[config.mk]
export PLATFORM = sky130hd
export DESIGN_NAME = hiccup_seq
export DESIGN_NICKNAME = d
export VERILOG_FILES = /design/src/rtl/hiccup_pkg.sv /design/src/rtl/hiccup_ovl_cnt.sv /design/src/rtl/hiccup_fsm.sv /design/src/rtl/hiccup_clamp.sv /design/src/rtl/hiccup_seq.sv
export SDC_FILE = /design/constraint.sdc
export NUM_CORES = 1
export LEC_CHECK = 0
export BUFFER_PORTS_ARGS = -buffer_cell sky130_fd_sc_hd__buf_2
export CORE_MARGIN = 10
export CORE_UTILIZATION = 50
export DETAILED_ROUTE_END_ITERATION = 12
export GPL_ROUTABILITY_DRIVEN = 1
export PLACE_DENSITY = 0.73
export SYNTH_ARGS = -nofsm -noshare
export SYNTH_HDL_FRONTEND = slang
export SYNTH_SLANG_ARGS = --single-unit
export TNS_END_PERCENT = 1
[constraint.sdc]
create_clock -name clk -period 2.2 [get_ports clk]
set_input_delay 0.33 -clock clk [delete_from_list [all_inputs] [get_ports clk]]
set_output_delay 0.33 -clock clk [all_outputs]
set_load 0.005 [all_outputs]
[src/rtl/hiccup_pkg.sv]
package hiccup_pkg;

    localparam int unsigned OVL_LIMIT_DEF = 512;
    localparam int unsigned CLAMP_TH_DEF  = 32;
    localparam int unsigned CLEAN_RUN_DEF = 4;

    typedef enum logic [1:0] {
        ST_RUN     = 2'd0,
        ST_HWAIT   = 2'd1,
        ST_RESTART = 2'd2
    } hic_state_e;

    typedef struct packed {
        logic gate_off;
        logic ss_dischg;
        logic rtmr_chg;
    } hic_drv_t;

    function automatic hic_drv_t drv_of(input hic_state_e st);
        hic_drv_t d;
        d.gate_off  = (st == ST_HWAIT);
        d.ss_dischg = (st == ST_HWAIT);
        d.rtmr_chg  = (st == ST_HWAIT);
        return d;
    endfunction

endpackage

[src/rtl/hiccup_ovl_cnt.sv]
module hiccup_ovl_cnt
    import hiccup_pkg::*;
#(
    parameter int unsigned OVL_LIMIT = OVL_LIMIT_DEF,
    parameter int unsigned CLAMP_TH  = CLAMP_TH_DEF,
    parameter int unsigned CLEAN_RUN = CLEAN_RUN_DEF,
    localparam int unsigned OVL_W    = $clog2(OVL_LIMIT + 1),
    localparam int unsigned CLN_W    = $clog2(CLEAN_RUN + 1)
) (
    input  logic clk,
    input  logic rst,
    input  logic step,
    input  logic hit,
    input  logic clr,
    output logic trip,
    output logic lvl_nxt
);

    localparam logic [OVL_W-1:0] LIM = OVL_W'(OVL_LIMIT);
    localparam logic [OVL_W-1:0] CTH = OVL_W'(CLAMP_TH);
    localparam logic [CLN_W-1:0] RUN = CLN_W'(CLEAN_RUN);

    logic [OVL_W-1:0] ovl_q, ovl_d;
    logic [CLN_W-1:0] cln_q, cln_d;

    always_comb begin
        ovl_d = ovl_q;
        cln_d = cln_q;
        if (clr) begin
            ovl_d = '0;
            cln_d = '0;
        end else if (step) begin
            if (hit) begin
                cln_d = '0;
                if (ovl_q != LIM) ovl_d = ovl_q + 1'b1;
            end else begin
                if (cln_q != RUN) cln_d = cln_q + 1'b1;
                if (cln_d == RUN) ovl_d = '0;
            end
        end
    end

    always_ff @(posedge clk) begin
        if (rst) begin
            ovl_q <= '0;
            cln_q <= '0;
        end else begin
            ovl_q <= ovl_d;
            cln_q <= cln_d;
        end
    end

    assign trip    = (ovl_q == LIM);
    assign lvl_nxt = (ovl_d >= CTH);

    p_sat_r2: assert property (@(posedge clk) disable iff (rst)
        ovl_q <= LIM);
    p_inc_r2: assert property (@(posedge clk) disable iff (rst)
        (step && hit && !clr && ovl_q != LIM) |=> ovl_q == $past(ovl_q) + 1'b1);
    p_short_clean_r2: assert property (@(posedge clk) disable iff (rst)
        (step && !hit && !clr && cln_q < RUN - 1'b1) |=> $stable(ovl_q));
    p_clear_r3: assert property (@(posedge clk) disable iff (rst)
        (step && !hit && cln_q == RUN - 1'b1) |=> ovl_q == '0);
    p_clr_r6: assert property (@(posedge clk) disable iff (rst)
        clr |=> (ovl_q == '0 && cln_q == '0));

endmodule

[src/rtl/hiccup_fsm.sv]
module hiccup_fsm
    import hiccup_pkg::*;
(
    input  logic       clk,
    input  logic       rst,
    input  logic       cyc_stb,
    input  logic       hic_en,
    input  logic       trip,
    input  logic       rtmr_done,
    output logic       cnt_step,
    output logic       cnt_clr,
    output hic_state_e state
);

    hic_state_e st_q, st_d;

    always_comb begin
        st_d = st_q;
        unique case (st_q)
            ST_RUN:     if (hic_en && trip) st_d = ST_HWAIT;
            ST_HWAIT:   if (rtmr_done)      st_d = ST_RESTART;
            ST_RESTART: if (cyc_stb)        st_d = ST_RUN;
            default:                        st_d = ST_RUN;
        endcase
    end

    always_ff @(posedge clk) begin
        if (rst) st_q <= ST_RUN;
        else     st_q <= st_d;
    end

    assign cnt_step = cyc_stb && (st_q == ST_RUN);
    assign cnt_clr  = (st_q == ST_HWAIT) && rtmr_done;
    assign state    = st_q;

    p_enter_r4: assert property (@(posedge clk) disable iff (rst)
        (st_q == ST_RUN && hic_en && trip) |=> st_q == ST_HWAIT);
    p_hold_r5: assert property (@(posedge clk) disable iff (rst)
        (st_q == ST_HWAIT && !rtmr_done) |=> st_q == ST_HWAIT);
    p_off_r7: assert property (@(posedge clk) disable iff (rst)
        (st_q == ST_RUN && !hic_en) |=> st_q == ST_RUN);
    p_back_r6: assert property (@(posedge clk) disable iff (rst)
        (st_q == ST_RESTART && cyc_stb) |=> st_q == ST_RUN);

endmodule

[src/rtl/hiccup_clamp.sv]
module hiccup_clamp (
    input  logic clk,
    input  logic rst,
    input  logic mode_fpwm,
    input  logic lvl_nxt,
    output logic clamp
);

    logic clamp_q;

    always_ff @(posedge clk) begin
        if (rst) clamp_q <= 1'b0;
        else     clamp_q <= mode_fpwm | lvl_nxt;
    end

    assign clamp = clamp_q;

    p_fpwm_r8: assert property (@(posedge clk) disable iff (rst)
        mode_fpwm |=> clamp_q);

endmodule

[src/rtl/hiccup_seq.sv]
module hiccup_seq
    import hiccup_pkg::*;
#(
    parameter int unsigned OVL_LIMIT = OVL_LIMIT_DEF,
    parameter int unsigned CLAMP_TH  = CLAMP_TH_DEF,
    parameter int unsigned CLEAN_RUN = CLEAN_RUN_DEF
) (
    input  logic clk,
    input  logic rst,
    input  logic cyc_stb,
    input  logic ilim_hit,
    input  logic hic_en,
    input  logic mode_fpwm,
    input  logic rtmr_done,
    output logic gate_off,
    output logic ss_dischg,
    output logic rtmr_chg,
    output logic ss_clamp
);

    logic       trip, lvl_nxt, cnt_step, cnt_clr;
    hic_state_e state;
    hic_drv_t   drv;

    hiccup_ovl_cnt #(
        .OVL_LIMIT (OVL_LIMIT),
        .CLAMP_TH  (CLAMP_TH),
        .CLEAN_RUN (CLEAN_RUN)
    ) u_cnt (
        .clk     (clk),
        .rst     (rst),
        .step    (cnt_step),
        .hit     (ilim_hit),
        .clr     (cnt_clr),
        .trip    (trip),
        .lvl_nxt (lvl_nxt)
    );

    hiccup_fsm u_fsm (
        .clk       (clk),
        .rst       (rst),
        .cyc_stb   (cyc_stb),
        .hic_en    (hic_en),
        .trip      (trip),
        .rtmr_done (rtmr_done),
        .cnt_step  (cnt_step),
        .cnt_clr   (cnt_clr),
        .state     (state)
    );

    hiccup_clamp u_clamp (
        .clk       (clk),
        .rst       (rst),
        .mode_fpwm (mode_fpwm),
        .lvl_nxt   (lvl_nxt),
        .clamp     (ss_clamp)
    );

    assign drv       = drv_of(state);
    assign gate_off  = drv.gate_off;
    assign ss_dischg = drv.ss_dischg;
    assign rtmr_chg  = drv.rtmr_chg;

    p_release_r6: assert property (@(posedge clk) disable iff (rst)
        (gate_off && rtmr_done) |=> (!gate_off && !ss_dischg && !rtmr_chg));
    p_stb_ignored_r5: assert property (@(posedge clk) disable iff (rst)
        (gate_off && !rtmr_done) |=> (gate_off && ss_dischg && rtmr_chg));
    p_de_release_r9: assert property (@(posedge clk) disable iff (rst)
        (!mode_fpwm && gate_off && rtmr_done) |=> !ss_clamp);

endmodule

==> results of run 1 <==
[synth_stat cells (2+ instances only)]
library cell	count	area (um^2)
dfxtp_1	16	320
nor2_1	15	56.3
nor3_1	10	50.1
a21oi_1	8	40.0
inv_1	8	30.0
nand2_1	7	26.3
a31oi_1	4	25.0
ha_1	4	50.1
buf_4	3	22.5
nand3_1	3	15.0
nand3b_1	3	22.5
nor4_1	3	18.8
o21ai_0	3	15.0
a311oi_1	2	17.5
buf_6	2	22.5
nand4_1	2	12.5
nor2b_1	2	12.5
or2b_2	2	17.5
xnor2_1	2	17.5
[sequential cells by signal (all words and copies together), names as in the netlist]
signal and cells:
u_clamp.clamp 1, u_cnt.cln_q 3, u_fsm.state 2, u_cnt.ovl_q 10
[through the flow]
step / util [%] / std cells / worst slack, ns / cell area [um^2] / power [uW]
after global placement: 61.7 / 157 / -0.0376 / 1110 / 369
after CTS: 64.2 / 162 / 0.0151 / 1160 / 569
after detailed placement: 61.7 / 157 / -0.0781 / 1110 / 371
after global routing: 64.6 / 163 / -0.0949 / 1160 / 587
after floorplan: - / 118 / -0.0294 / 1000 / 350
final: 64.6 / 163 / -0.0159 / 1160 / 568
[cell families after synthesis]
group,count (synthesis),share of synthesized area [%]
compound gates,26,20.2
flops,16,32.7
xor+xnor,3,2.68
fa+ha+maj,4,5.10
mux,1,1.15
simple gates,54,30.1
buf+inv,14,8.16
[worst max-delay path, cell delays in order (launching register included)]
cell,delay [ns]
dfxtp_4,0.36
ha_2,0.19
or3b_4,0.40
a311oi_4,0.35
buf_4,0.17
o21bai_1,0.09
a311oi_1,0.12
or4_1,0.41
[layout make-up]
cell class	count	share of cell area, %
repair buffers	22	12.0
well taps	25	2.69
clock buffers	4	3.12
multi-input cells	88	51.6
flip-flops and latches	16	28.0
inverters	8	2.58
[metal layers]
metal / GRT usage, % / up-vias / share of wire, %
met5: 0 / - / 0
met4: 6.68 / 0 / 2.2
met3: 3.31 / 7 / 6.1
met2: 17.4 / 35 / 46
met1: 12.8 / 415 / 45
li1: - / 467 / -
[final timing paths]
path                                       end  cells past startpoint            from
worst max register to register   u_clamp.clamp                      7  u_cnt.cln_q[0]
worst min-delay path            u_fsm.state[1]                      2             rst
worst max-delay path             u_clamp.clamp                      7  u_cnt.cln_q[0]
worst min register to register  u_cnt.cln_q[1]                      2  u_cnt.cln_q[1]
[power groups by stage]
stage | registers, uW | logic (uW) | clock network [uW]
2_1_floorplan | 304 | 46.2 | 0
3_3_place_gp | 303 | 66.6 | 0
3_5_place_dp | 303 | 68.1 | 0
4_1_cts | 296 | 69.3 | 203
5_1_grt | 297 | 79.1 | 211
6_report | 296 | 70.3 | 202
[what timing repair did]
action | 4_1_cts | 5_1_grt
pin swaps | 1 | 4
setup endpoints to repair | 1 | 1
setup buffers | 1 | 1
gates resized for setup | 1 | 1
==> impl_results.md, run 1 <==
* Status: finished, violations left
* Failing checks: setup timing
* Final #Nets at 150
* Finish-stage setup viols at 1
* Async SR Flop Fraction at 0%
* RePlAce Congestion at 0.804
* Pleak at 0.000447 uW
* Avg Cell Area, Syn at 8.31 um^2
* Switching Share at 24.8%
* Die X at 64.3 um
* PwrDens at 488 nW/um^2
* Critical Path AT at 2.40 ns
* Worst-path fanout max at 4
* Int Pwr at 427 uW
* Most frequent cells in the layout: nor2_1, dfxtp_1, buf_4, nor3_1, buf_2
* Rows at 15
* Library cells used by synthesis at 38
* Antenna Cells at 0
* Fmax at 451 MHz
* CP required at 2.38 ns
* Register area share after synthesis at 32.7%
* Logic pwr share at 12.4%
* Leading cell type in the layout, fill and taps excluded: nor2_1
* Clock Tree Buf Depth at 2
* DR pass1 iterations at 5
* TritonCTS Sinks at 16
* Post-synth EDFFs at 0
* Clock power share at 35.5%
* Vias in the first global route at 901
* Worst setup SP type: flop
* Setup ws final at -0.0159 ns
* Clk pin slew, worst setup/hold paths at 0.10 ns
* Area grow syn2layout at 18.6%
* Die H at 64.3 um
* Max_slew headroom at 63.8%
* Worst Setup End Kind: flop
* Hold slack at 0.225 ns
* Drt drc at 0
* Reg-to-reg setup timing slack at -0.02 ns
* Ports at 11
* Skew-Pair Late Insertion Delay at 0.30 ns
* Hpwl dp at 1710 um
* Synth Flop Type: dfxtp_1
* Max Cap Viol at 0
* Vias/cell at 5.67
* Total wire length after detailed routing at 2280 um
* TritonCTS clock tree: built
* Register area at 325 um^2
* Sequential power share at 52.1%
* Clk_skew at 0.00371 ns
* Global-route wire length before repair at 3810 um
* Remaining global-route overflow at 0
* GRT Total Usage at 11.0%
* Synth Register Bits at 16
* Initial antenna violation count at 0
* Setup TNS at -0.0159 ns
* ANT nets after route at 0
* Post-Synthesis Cell Area at 981 um^2
* Filler Cell Count at 162
* Per-cell routed wire length at 14.0 um
* H-tree levels at 1
* Slew @ Worst Pin at 0.541 ns
* Critical path class: flop to flop
* Largest net degree at the start of global routing at 13
* Cts hold-fix bufs at 0
* Yosys warns at 0
* Post-Synthesis Cells at 118
* Initial drt markers at 63
* NetSw at 141 uW
* Min-delay worst type: input pin to flop
* Routed vias at 924
* Total core area at 1800 um^2
* Port Buf Inserts at 10
* Final Hold Viols at 0
* Period utilization at 101%
* Initial Utilization at 54.4%
* Share of cells above drive strength 1 at 29.0%
* Total CTS buffers at 3
* Area taken by multi-input logic gates at 601 um^2
* Mapped Nets at 129
* Post-layout min period at 2.22 ns
* Max Slew Vio Count at 0
* Die area at 4130 um^2
* Worst VDD drop at 0.318 mV
* CTS root buffer: clkbuf_4
* Unrepaired setup endpoints after global routing: true
Power figures use the tool's default switching activity.
==> inputs of run 2 (changes only) <==
Settings changed: RECOVER_POWER from default to 50.
==> impl_results.md, run 2 (same netlist as run 1, synthesis figures left out) <==
* Pleak at 0.000430 uW (-3.8%)
* Setup ws final at -0.0159 ns (+0.000000500 ns)
* GRT Total Usage at 11.0% (unchanged)
* Total core area at 1800 um^2 (unchanged)
* Reg-to-reg setup timing slack at -0.02 ns (about the same)
* Port Buf Inserts at 10 (unchanged)
* Top reg by flops: u_cnt.ovl_q
* Max Cap Viol at 0 (unchanged)
* TritonCTS Sinks at 16 (unchanged)
* Critical Path AT at 2.40 ns (about the same)
* Largest net degree at the start of global routing at 13 (unchanged)
* Die H at 64.3 um (unchanged)
* Clk pin slew, worst setup/hold paths at 0.10 ns (about the same)
* Initial drt markers at 63 (unchanged)
* Slew @ Worst Pin at 0.541 ns (-0.00000453 ns)
* Final #Nets at 150 (unchanged)
* Max reg flops at 10 (unchanged)
* Hold Path Origin: rst
* Share of cells above drive strength 1 at 26.1% (-2.9 points)
* Worst Setup End Kind: flop
* Most frequent cells in the layout: nor2_1, dfxtp_1, buf_4, nor3_1, a21oi_1
* Vias in the first global route at 901 (unchanged)
* Remaining global-route overflow at 0 (unchanged)
* Finish-stage setup viols at 1 (unchanged)
* Leading cell type in the layout, fill and taps excluded: nor2_1
* Sequential power share at 52.2% (about the same)
* Logic pwr share at 12.3% (about the same)
* Period utilization at 101% (about the same)
* Worst Reg-to-Reg Cells at 7 (unchanged)
* Unrepaired setup endpoints after global routing: true
* Initial antenna violation count at 0 (unchanged)
* Total wire length after detailed routing at 2280 um (+0.13%)
* CP required at 2.38 ns (about the same)
* Status: finished, violations left
* Worst R2R Start: u_cnt.cln_q[0]
* Routed vias at 924 (unchanged)
* Int Pwr at 427 uW (about the same)
* Fmax at 451 MHz (unchanged)
* Clock power share at 35.5% (about the same)
* Switching Share at 24.9% (about the same)
* Clk_skew at 0.00371 ns (unchanged)
* Total CTS buffers at 3 (unchanged)
* Worst VDD drop at 0.318 mV (about the same)
* Cts hold-fix bufs at 0 (unchanged)
* TritonCTS clock tree: built
* NetSw at 141 uW (about the same)
* Die X at 64.3 um (unchanged)
* Drt drc at 0 (unchanged)
* Initial Utilization at 54.4% (unchanged)
* Worst-path fanout max at 4 (unchanged)
* Per-cell routed wire length at 14.0 um (+0.13%)
* Failing checks: setup timing
* Max Slew Vio Count at 0 (unchanged)
* Area grow syn2layout at 18.1%
* Min-delay worst type: input pin to flop
* ANT nets after route at 0 (unchanged)
* CTS root buffer: clkbuf_4
* Skew-Pair Late Insertion Delay at 0.30 ns (about the same)
* Reg2Reg Capture Point: u_clamp.clamp
* Global-route wire length before repair at 3810 um (unchanged)
* H-tree levels at 1 (unchanged)
* Hold depth at 2 (unchanged)
* Ports at 11 (unchanged)
* Overall power at 568 uW (about the same)
* Worst setup SP type: flop
* DR pass1 iterations at 5 (unchanged)
* Die area at 4130 um^2 (unchanged)
* RePlAce Congestion at 0.804 (unchanged)
* Critical path class: flop to flop
* Vias/cell at 5.67 (unchanged)
* Clock Tree Buf Depth at 2 (unchanged)
* Post-layout min period at 2.22 ns (-0.000000500 ns)
* Hold EP: u_fsm.state[1]
* PwrDens at 490 nW/um^2 (+0.39%)
* Rows at 15 (unchanged)
* Pre-CTS WS at -0.0781 ns (unchanged)
* Hpwl dp at 1710 um (unchanged)
* Hold slack at 0.225 ns (unchanged)
* Max_slew headroom at 63.8% (about the same)
* Final Hold Viols at 0 (unchanged)
* Antenna Cells at 0 (unchanged)
-- run 2: cell types whose count changed in the layout (fill, tap and decap cells not counted) --
| cell | delta |
|---|---|
| buf_2 | -4 |
| clkbuf_1 | +4 |
-- run 2: cell type report --
cell class,instances,area (um^2)
fillers,165,643
inverters,8,30.0
clock buffers,4,36.3
multi-input cells,88,601
repair buffers,22,135
well taps,25,31.3
flip-flops and latches,16,325
-- run 2: through the flow --
| step | utilization [%] | instance area (um^2) | TNS, ns | std cells |
|---|---|---|---|---|
| global route | 64.3 | 1160 | -0.0949 | 163 |
| CTS | 64.2 | 1160 | 0 | 162 |
| floorplan | - | 1000 | -0.0294 | 118 |
| finish | 64.3 | 1160 | -0.0159 | 163 |
| global placement | 61.7 | 1110 | -0.0376 | 157 |
| detailed placement | 61.7 | 1110 | -0.0781 | 157 |
-- run 2: power groups by stage --
stage                     clock network, uW  registers (uW)  logic (uW)
after floorplan                           0             304        46.2
after global placement                    0             303        66.6
after detailed placement                  0             303        68.1
after CTS                               203             296        69.3
after global routing                    211             297        78.8
final                                   202             296        70.1
-- run 2: how the worst max path moves through the flow --
stage          cells after the start  slack, ns      startpoint       endpoint
6_report                           7      -0.02  u_cnt.cln_q[0]  u_clamp.clamp
5_1_grt                            6      -0.09  u_cnt.cln_q[0]  u_clamp.clamp
4_1_cts                            7       0.02  u_cnt.cln_q[1]  u_clamp.clamp
3_5_place_dp                       7      -0.08  u_cnt.cln_q[1]  u_clamp.clamp
3_3_place_gp                       7      -0.04  u_cnt.cln_q[1]  u_clamp.clamp
2_1_floorplan                      7      -0.03  u_cnt.cln_q[0]  u_clamp.clamp
-- run 2: routing by layer --
metal	vias to the layer above	part of all wire [%]	GRT usage [%]
met1	415	45	12.8
met3	7	6.1	3.31
met5	-	0	0
met4	0	2.2	6.68
li1	467	-	-
met2	35	46	17.4
-- run 2: critical path, stage by stage, from the launching register on --
cell	delay, ns
dfxtp_4	0.36
ha_2	0.19
or3b_4	0.40
a311oi_4	0.35
buf_4	0.17
o21bai_1	0.09
a311oi_1	0.12
or4_1	0.41
-- run 2: repair_timing --
item                       in CTS  in global routing
setup endpoints to repair       1                  1
cloned                          0                  0
pin swaps                       1                  4
gates resized for setup         1                  1
setup buffers                   1                  1
==> inputs of run 3 (changes only) <==
Settings changed: ABC_AREA from default to 1, PLACE_DENSITY 0.73 to 0.72, REMOVE_ABC_BUFFERS from default to 1, TNS_END_PERCENT 1 to default.
==> impl_results.md, run 3 <==
* Setup TNS at 0 ns (+0.0159 ns)
* Synth Flop Type: dfxtp_1
* Max Slew Vio Count at 0 (unchanged)
* Top reg by flops: u_cnt.ovl_q
* TritonCTS clock tree: built
* Switching Share at 26.4% (+1.5 points)
* Worst Setup End Kind: flop
* Area grow syn2layout at 5.95%
* Async SR Flop Fraction at 0% (unchanged)
* Hold EP: u_cnt.ovl_q[7]
* Post-synth EDFFs at 0 (unchanged)
* Vias in the first global route at 979 (+8.7%)
* Synth Area in Adders at 4.33% (-0.77 points)
* Ports at 11 (unchanged)
* Reg2Reg Capture Point: u_clamp.clamp
* Met1 WL at 1100 um (+5.9%)
* Reg-to-reg setup timing slack at 0.50 ns (+0.52 ns)
* Skew-Pair Late Insertion Delay at 0.28 ns (-0.02 ns)
* Synth Register Bits at 16 (unchanged)
* Multiplexer area fraction after synthesis at 0% (-1.1 points)
* Per-cell routed wire length at 11.8 um (-15%)
* Total wire length after detailed routing at 2420 um (+6.3%)
* Logic pwr share at 12.7% (+0.4 points)
* Uppermost routed layer: met4
* Worst Reg-to-Reg Cells at 13 (+6)
* Share of cells above drive strength 1 at 17.5% (-8.6 points)
* Post-synth top area share at 27.7% (-4.9 points)
* Avg Cell Area, Syn at 6.96 um^2 (-16%)
* Most frequent cells in the layout: nand2_1, inv_1, nor2_1, dfxtp_1, nand3_1
* Finish-stage setup viols at 0 (-1)
* Global-route wire length before repair at 4160 um (+9.2%)
* CTS root buffer: clkbuf_4
* CTS resizes at 0 (-1)
* Initial Utilization at 52.3% (-2.2 points)
* Synth cell count leaders: nand2_1, inv_1, dfxtp_1
* Hpwl dp at 1890 um (+11%)
* Clk_skew at 0.00215 ns (-0.00156 ns)
* Period utilization at 77.0% (-24 points)
* Critical Path AT at 1.93 ns (-0.47 ns)
* Top cell type by total area after synthesis: dfxtp_1
* Simple-gate share of the synthesized area at 47.3% (+17 points)
* Placed instance area at 1210 um^2 (+9.3%)
* Finished Cell Area at 1220 um^2 (+5.7%)
* TritonCTS Sinks at 16 (unchanged)
* Initial antenna violation count at 0 (unchanged)
* Slew @ Worst Pin at 0.309 ns (-0.233 ns)
* RePlAce Congestion at 0.825 (+2.6%)
* Worst VDD drop at 0.388 mV (+22%)
* DR pass1 iterations at 4 (-1)
* Max_slew headroom at 79.4% (+16 points)
* GRT Total Usage at 11.3% (+0.26 points)
* Post-Synthesis Cell Area at 1160 um^2 (+18%)
* Filler Cell Count at 241 (+46%)
* Routed vias at 1082 (+17%)
* Largest family of logic cells by synthesized area: simple AND/OR/NAND/NOR gates
* ANT nets after route at 0 (unchanged)
* Vias/cell at 5.28 (-6.9%)
* Die H at 68.1 um (+5.9%)
* Unrepaired setup endpoints after global routing: false
* Met2 WL at 1170 um (+11%)
* Final #Nets at 189 (+26%)
* Max reg flops at 10 (unchanged)
* Int Pwr at 424 uW (-0.60%)
* Post-layout min period at 1.70 ns (-0.521 ns)
* CP required at 2.44 ns (+0.06 ns)
* Pleak at 0.000530 uW (+23%)
* Final Hold Viols at 0 (unchanged)
* Antenna Cells at 0 (unchanged)
* Total core area at 2210 um^2 (+23%)
* Synth top area cells: dfxtp_1, nand2_1, inv_1, nand3_1, nor2_1
* Clock power share at 33.9% (-1.6 points)
* Clock Tree Buf Depth at 2 (unchanged)
* Register area share after synthesis at 27.7% (-4.9 points)
* Worst-path fanout max at 4 (unchanged)
* Post-CTS Setup Bufs at 0 (-1)
* Largest net degree at the start of global routing at 11 (-2)
* Post-Synth XOR/XNOR Area at 0% (-2.7 points)
* Remaining global-route overflow at 0 (unchanged)
* Cts hold-fix bufs at 0 (unchanged)
* Worst R2R Start: u_cnt.cln_q[0]
* Most common cell in the netlist: nand2_1
* Initial drt markers at 46 (-27%)
* Library cells used by synthesis at 30 (-21%)
* Post-Synthesis Cells at 166 (+41%)
* Met3 wire len at 130 um (-7.1%)
* Status: finished clean
* Sequential power share at 53.5% (+1.3 points)
* Fmax at 590 MHz (+31%)
* Leading cell type in the layout, fill and taps excluded: nand2_1
* Die X at 68.1 um (+5.9%)
* Hold depth at 2 (unchanged)
* Drt drc at 0 (unchanged)
* Die area at 4640 um^2 (+12%)
* Port Buf Inserts at 10 (unchanged)
* Worst setup SP type: flop
* Min-delay worst type: input pin to flop
* PwrDens at 471 nW/um^2 (-4.0%)
* Rows at 17 (+2)
* Clk pin slew, worst setup/hold paths at 0.10 ns (about the same)
* Hold Path Origin: rst
* H-tree levels at 1 (unchanged)
* Critical path class: flop to flop
* NetSw at 152 uW (+7.7%)
* Max Cap Viol at 0 (unchanged)
* Yosys warns at 0 (unchanged)
* Total CTS buffers at 3 (unchanged)
* Complex-gate fraction of the synthesized area at 9.85% (-10 points)
[run 3: cell types whose count changed after synthesis, moves of 3 or more]
cell     previous run  this run
nand2_1             7        41
inv_1               8        24
nand3_1             3        13
nor3_1             10         3
nand2_2             0         5
nand3_2             0         5
nor2_4              0         4
a21oi_2             0         3
a31oi_1             4         1
nor4_1              3         0
[run 3: power groups by stage]
stage	sequential [uW]	combinational, uW	clock (uW)
6_report	308	72.9	195
5_1_grt	310	83.7	214
4_1_cts	308	75.1	196
3_5_place_dp	315	74.6	0
3_3_place_gp	315	73.1	0
2_1_floorplan	313	52.8	0
[run 3: per-layer routing]
layer,GRT usage (%),vias up
met5,0,-
met4,3.77,0
met1,13.0,501
li1,-,556
met3,2.77,5
met2,19.9,20
[run 3: per-stage QoR]
step	hold WS, ns	power (uW)	util (%)	cells	setup WS (ns)
floorplan	0.399	366	-	163	0.671
global placement	0.482	388	54.9	201	0.599
detailed placement	0.487	389	54.9	201	0.547
CTS	0.253	579	56.6	205	0.535
global route	0.260	608	55.4	205	0.320
finish	0.255	576	55.4	205	0.505
[run 3: layout make-up]
type	instances	area, um^2	share of cell area [%]
multi-input combinational	122	689	56.3
sequential	16	320	26.1
inverter	25	98.8	8.07
timing repair buffer	10	45.0	3.68
clock buffer	4	36.3	2.96
tap	28	35.0	2.86
[run 3: worst max path at each step]
stage	slack (ns)	depth (start not counted)	to	startpoint
after global placement	0.60	10	u_clamp.clamp	u_cnt.cln_q[0]
after detailed placement	0.55	12	u_clamp.clamp	u_cnt.cln_q[0]
after floorplan	0.67	10	u_clamp.clamp	u_cnt.cln_q[0]
final	0.50	13	u_clamp.clamp	u_cnt.cln_q[0]
after CTS	0.54	12	u_clamp.clamp	u_cnt.cln_q[0]
after global routing	0.32	13	u_clamp.clamp	u_cnt.cln_q[0]
[run 3: kinds of logic (layout without fill, tap and decap cells)]
kind of cell             after synthesis  in the layout
buffers and inverters                 28             39
adder cells (fa/ha/maj)                4              4
flip-flops                            16             16
AND/OR/NAND/NOR                      100            100
AO/OA/AOI/OAI                         18             18
[run 3: worst max-delay path, stage by stage, from the launching register on]
cell and delay [ns]:
dfxtp_1 0.40, inv_1 0.08, ha_1 0.21, nand2_1 0.10
nand3_1 0.23, nand3_2 0.13, nand3_1 0.07, nand2_1 0.06
nand2_1 0.04, nand2_1 0.05, nand3_1 0.10, nand2_1 0.08
inv_1 0.04, nand2_1 0.04
